File: config.mk
export PLATFORM = sky130hd
export DESIGN_NAME = dual_pc_unit
export DESIGN_NICKNAME = d
export VERILOG_FILES = /design/src/rtl/pc_pkg.sv /design/src/rtl/pc_target_align.sv /design/src/rtl/pc_next_sel.sv /design/src/rtl/pc_state_reg.sv /design/src/rtl/pc_operand_view.sv /design/src/rtl/dual_pc_unit.sv
export SDC_FILE = /design/constraint.sdc
export NUM_CORES = 1
export LEC_CHECK = 0
export CAP_MARGIN = 5
export CORE_MARGIN = 8
export CORE_UTILIZATION = 45
export CTS_CLUSTER_DIAMETER = 120
export DETAILED_ROUTE_END_ITERATION = 16
export PLACE_DENSITY = 0.93
export REMOVE_ABC_BUFFERS = 1
export SLEW_MARGIN = 20
export SYNTH_ARGS = -nofsm -noshare
export SYNTH_HDL_FRONTEND = slang
export SYNTH_SLANG_ARGS = --single-unit
File: constraint.sdc
create_clock -name clk -period 4.6 [get_ports clk]
set_input_delay 0.69 -clock clk [delete_from_list [all_inputs] [get_ports clk]]
set_output_delay 0.69 -clock clk [all_outputs]
set_load 0.01 [all_outputs]
File: src/rtl/pc_pkg.sv
// Package: shared types and constants for the dual-mode program counter.
// Assumes: instruction sizes are fixed per state (4 bytes wide, 2 bytes narrow).
package pc_pkg;
    typedef enum logic {
        ISA_WIDE   = 1'b0,
        ISA_NARROW = 1'b1
    } isa_e;

    localparam int WIDE_BYTES   = 4;
    localparam int NARROW_BYTES = 2;
    // Number of instructions the operand view runs ahead of the current one.
    localparam int PREFETCH_DEPTH = 2;
endpackage

File: src/rtl/pc_target_align.sv
// Module: forces a branch target onto an instruction boundary of the active state.
// Assumes: bit 0 is always cleared; bit 1 is cleared only in the wide state.
module pc_target_align #(
    parameter int ADDR_W = 32
) (
    input  pc_pkg::isa_e        isa,
    input  logic [ADDR_W-1:0]   target,
    output logic [ADDR_W-1:0]   aligned
);
    logic keep_bit1;

    // Bit 1 survives only for 16-bit instructions.
    always_comb keep_bit1 = (isa == pc_pkg::ISA_NARROW);

    for (genvar b = 0; b < ADDR_W; b++) begin : g_bit
        if (b == 0) begin : g_clr
            assign aligned[b] = 1'b0;
        end else if (b == 1) begin : g_cond
            assign aligned[b] = target[b] & keep_bit1;
        end else begin : g_pass
            assign aligned[b] = target[b];
        end
    end
endmodule

File: src/rtl/pc_next_sel.sv
// Module: chooses the next counter value: hold, sequential increment or branch.
// Assumes: a branch counts only on a stepping cycle and wins over the increment.
module pc_next_sel #(
    parameter int ADDR_W = 32
) (
    input  pc_pkg::isa_e        isa,
    input  logic                step_en,
    input  logic                br_taken,
    input  logic [ADDR_W-1:0]   cur_pc,
    input  logic [ADDR_W-1:0]   br_aligned,
    output logic [ADDR_W-1:0]   nxt_pc
);
    localparam logic [ADDR_W-1:0] INC_WIDE   = ADDR_W'(pc_pkg::WIDE_BYTES);
    localparam logic [ADDR_W-1:0] INC_NARROW = ADDR_W'(pc_pkg::NARROW_BYTES);

    logic [ADDR_W-1:0] seq_pc;

    // Sequential successor for the size of the current instruction.
    always_comb seq_pc = cur_pc + ((isa == pc_pkg::ISA_NARROW) ? INC_NARROW : INC_WIDE);

    // Priority select: no step holds, a branch beats the increment.
    always_comb begin
        if (!step_en)
            nxt_pc = cur_pc;
        else if (br_taken)
            nxt_pc = br_aligned;
        else
            nxt_pc = seq_pc;
    end
endmodule

File: src/rtl/pc_state_reg.sv
// Module: the architectural counter register with synchronous active-low reset.
// Assumes: RESET_VEC is itself suitably aligned by the integrator.
module pc_state_reg #(
    parameter int                ADDR_W    = 32,
    parameter logic [ADDR_W-1:0] RESET_VEC = '0
) (
    input  logic                clk,
    input  logic                rst_n,
    input  logic [ADDR_W-1:0]   nxt_pc,
    output logic [ADDR_W-1:0]   cur_pc
);
    // Capture the selected next value, or the vector on reset.
    always_ff @(posedge clk) begin
        if (!rst_n)
            cur_pc <= RESET_VEC;
        else
            cur_pc <= nxt_pc;
    end
endmodule

File: src/rtl/pc_operand_view.sv
// Module: produces the counter value software observes as an operand.
// Assumes: that value runs PREFETCH_DEPTH instructions ahead of the current one.
module pc_operand_view #(
    parameter int ADDR_W = 32
) (
    input  pc_pkg::isa_e        isa,
    input  logic [ADDR_W-1:0]   cur_pc,
    output logic [ADDR_W-1:0]   view_pc
);
    localparam logic [ADDR_W-1:0] OFS_WIDE   = ADDR_W'(pc_pkg::WIDE_BYTES * pc_pkg::PREFETCH_DEPTH);
    localparam logic [ADDR_W-1:0] OFS_NARROW = ADDR_W'(pc_pkg::NARROW_BYTES * pc_pkg::PREFETCH_DEPTH);

    // Add the state-dependent prefetch offset.
    always_comb view_pc = cur_pc + ((isa == pc_pkg::ISA_NARROW) ? OFS_NARROW : OFS_WIDE);
endmodule

File: src/rtl/dual_pc_unit.sv
// Module: top of the dual-mode program counter; ties alignment, select, register
// and operand view together.
// Assumes: isa_sel is stable for the whole cycle and names the current instruction's state.
module dual_pc_unit #(
    parameter int                ADDR_W    = 32,
    parameter logic [ADDR_W-1:0] RESET_VEC = '0
) (
    input  logic              clk,
    input  logic              rst_n,
    input  logic              step_en,
    input  logic              isa_sel,
    input  logic              br_taken,
    input  logic [ADDR_W-1:0] br_target,
    output logic [ADDR_W-1:0] fetch_addr,
    output logic [ADDR_W-1:0] operand_pc
);
    pc_pkg::isa_e       isa;
    logic [ADDR_W-1:0]  tgt_aligned;
    logic [ADDR_W-1:0]  nxt_pc;
    logic [ADDR_W-1:0]  cur_pc;

    // Map the raw state pin onto the shared type.
    always_comb isa = pc_pkg::isa_e'(isa_sel);

    pc_target_align #(.ADDR_W(ADDR_W)) align_i (
        .isa     (isa),
        .target  (br_target),
        .aligned (tgt_aligned)
    );

    pc_next_sel #(.ADDR_W(ADDR_W)) sel_i (
        .isa        (isa),
        .step_en    (step_en),
        .br_taken   (br_taken),
        .cur_pc     (cur_pc),
        .br_aligned (tgt_aligned),
        .nxt_pc     (nxt_pc)
    );

    pc_state_reg #(.ADDR_W(ADDR_W), .RESET_VEC(RESET_VEC)) reg_i (
        .clk    (clk),
        .rst_n  (rst_n),
        .nxt_pc (nxt_pc),
        .cur_pc (cur_pc)
    );

    pc_operand_view #(.ADDR_W(ADDR_W)) view_i (
        .isa     (isa),
        .cur_pc  (cur_pc),
        .view_pc (operand_pc)
    );

    // Drive the fetch port from the architectural register.
    always_comb fetch_addr = cur_pc;
endmodule

==> results by group <==
Power
  • Peak VDD IR: 111.0 uV
  • Pwr per Cell Area: 202.0 mW/mm^2
  • Pleak: 0.001328 uW

Detailed routing
  • Detailed Routing Iterations Pass 1: 5
  • Drt via density: 6.101
  • DRC violations left: 0
  • Final WL: 9114 um
  • Initial drt markers: 341
  • Routed len/inst: 18.38 um
  • Routed vias: 3026
  • Post-route ant nets: 0

Critical path
  • Slowest stage delay, CP: 0.60 ns
  • WP data arrival: 3.41 ns
  • Crit Path Class: in2out
  • CP cell instances: clkdlybuf4s50_1 > ha_1 > fa_1 > and4_1 > nand2_1 > nor2_1 > nand2_1 > xnor2_1 > clkdlybuf4s50_1
  • CP Buf/Inv Count: 2
  • Req. time, crit path: 3.91 ns
  • Crit end category: output port
  • Crit-path max FO: 5
  • Startpoint Class: input port
  • Critical-path top delay cell: clkdlybuf4s50_1
  • CP top delay family: buffers and inverters

Timing
  • RSZ-0062 raised after global routing: false
  • Setup ws final: 0.4957 ns
  • Crit share post-route: 89.22%
  • Slew @ Worst Pin: 0.7328 ns
  • Final hold slack: 0.5395 ns
  • Clk_skew: 0.003417 ns
  • Min Tclk post-route: 4.104 ns
  • Fin Setup TNS: 0 ns
  • Pins over their slew limit: 0
  • Fmax: 243.6 MHz
  • Setup violations, final: 0
  • Final Hold Vio Count: 0
  • Relative slew slack: 50.99%

Clock tree
  • Htree depth: 2
  • # hold bufs at CTS: 0
  • CTS tree: built
  • Num CTS Buffers: 5
  • Root buffer cell: clkbuf_8
  • Clk slew on worst S/H paths: 0.06 ns
  • Sink Count: 31
  • Clk buf depth: 2
  • Post-CTS Setup Inserts: 0
  • CTS resizes: 0
  • Worst skew pair latency: 0.29 ns

Cells and area
  • Most flops, register: reg_i.cur_pc
  • Nets@finish: 465
  • Multi-input gate area: 0.001846 sq mm
  • Largest registers: reg_i.cur_pc: 31 flops
  • Fillers: 515
  • Layout overhead on the synthesized area: 38.05%
  • Share of cells above drive strength 1: 5.226%
  • Finished Cell Area: 0.003664 sq mm
  • Diode count: 0
  • Sequential Area: 620.6 sq um
  • Max reg flops: 31

Place
  • Buffers on Ports: 97
  • Routability cong.: 0.9075
  • Detailed placement HPWL: 6757 um
  • Placement Setup Slack: 0.5002 ns
  • Placed cell area: 0.003591 sq mm

Synth
  • Ys async rst share: 0%
  • Most used DFF post-synth: dfxtp_1
  • Top-count cell post-synth: nand2_1
  • Sequential fraction of the synthesis area: 23.39%
  • Synth top cells by count: 44 x nand2_1, 31 x dfxtp_1, 24 x nor2_1, 19 x xnor2_1, 18 x o21ai_0
  • EDFF count, synth: 0
  • Seq cells post-synth: 31
  • Yosys cell types: 65
  • Largest cells by area after synthesis: dfxtp_1 23%, xnor2_1 6.3%, nand2_1 6.2%
  • Mean Syn Cell Area: 7.648 sq um
  • Yosys top cell area share: 23.39%
  • Synth Cell Area: 0.002654 sq mm
  • Synth Instances: 347
  • Area leader, netlist: dfxtp_1
  • Synth Warn #: 0

Floorplanning
  • Initial core utilization: 45.63%
  • Chip height: 92.80 um
  • Core ar.: 0.005816 sq mm
  • Chip Width: 92.80 um
  • IO Count: 101
  • Row cnt: 28
  • Die area: 0.008611 sq mm

GRT
  • GR Util All Layers: 20.84%
  • Initial antenna violation count: 0
  • GRT Residual Overflow: 0
  • Number of global-route vias before repair: 2979
  • First-pass GRT wire length: 14790 um
  • Largest net degree at the start of global routing: 44

Outcome
  • Status: finished clean

Hold path
  • Hold crit path type: reg2reg

Job
  • MaxCap Viol Count: 0
-- final cells by class --
type                            instances  share of cell area [%]
Sequential cell                        31                   16.94
Multi-Input combinational cell        275                   50.38
Clock buffer                            6                   1.981
Timing Repair Buffer                  101                   27.32
Inverter                                8                  0.8197
Tap cell                               75                   2.561
-- power breakdown --
part           internal (uW)  switching [uW]
sequential               285            36.8
combinational            124            93.7
clock                    101             100
-- cell usage in the layout (no fill, tap or decap), drive strengths merged, types with 5 or more instances in the layout --
| master | instances |
|---|---|
| o221ai | 6 |
| a21oi | 15 |
| inv | 7 |
| xnor2 | 19 |
| xor2 | 9 |
| o211ai | 5 |
| nand4 | 8 |
| nand2 | 45 |
| a211oi | 8 |
| nor2 | 24 |
| nor4 | 5 |
| and3 | 7 |
| nor2b | 5 |
| clkbuf | 6 |
| and4 | 5 |
| dfxtp | 31 |
| nand3 | 11 |
| o21ai | 18 |
| a21o | 5 |
| nor3 | 16 |
| clkdlybuf4s50 | 97 |
| a22oi | 5 |
-- through the flow --
stage | instances | utilization (%) | total power, uW
floorplan | 314 | - | 405.8
global placement | 490 | 61.75 | 537.1
detailed placement | 490 | 61.75 | 543.7
CTS | 496 | 62.99 | 740.3
global route | 496 | 62.99 | 773.9
finish | 496 | 62.99 | 739.9
-- metal layers --
layer,vias to the layer above,global-route usage (%),wire length [um],share of wire [%]
li1,1430,-,-,-
met1,1420,25.13,3634,40
met2,164,34.79,4487,49
met3,12,5.987,858,9.4
met4,0,6.443,133,1.5
met5,-,0,0,0
-- path summary, 6_finish.rpt --
kind / startpoint / to / slack [ns] / cells after the start
max: isa_sel / operand_pc[30] / 0.50 / 9
min: reg_i.cur_pc[1] / reg_i.cur_pc[1] / 0.54 / 1
max reg2reg: reg_i.cur_pc[1] / reg_i.cur_pc[23] / 1.83 / 8
min reg2reg: reg_i.cur_pc[1] / reg_i.cur_pc[1] / 0.54 / 1
-- logic make-up after synthesis --
logic type	count (synthesis)	synth area share (%)
AOI/OAI and AO/OA	99	27.35
other	1	0.1413
xor gates and xnor gates	28	9.241
and+or+nand+nor	138	28.48
muxes	2	0.8015
DFF	31	23.39
adders and majority gates	6	3.395
buffers and inverters	42	7.213
(Power assumes the default switching activity.)
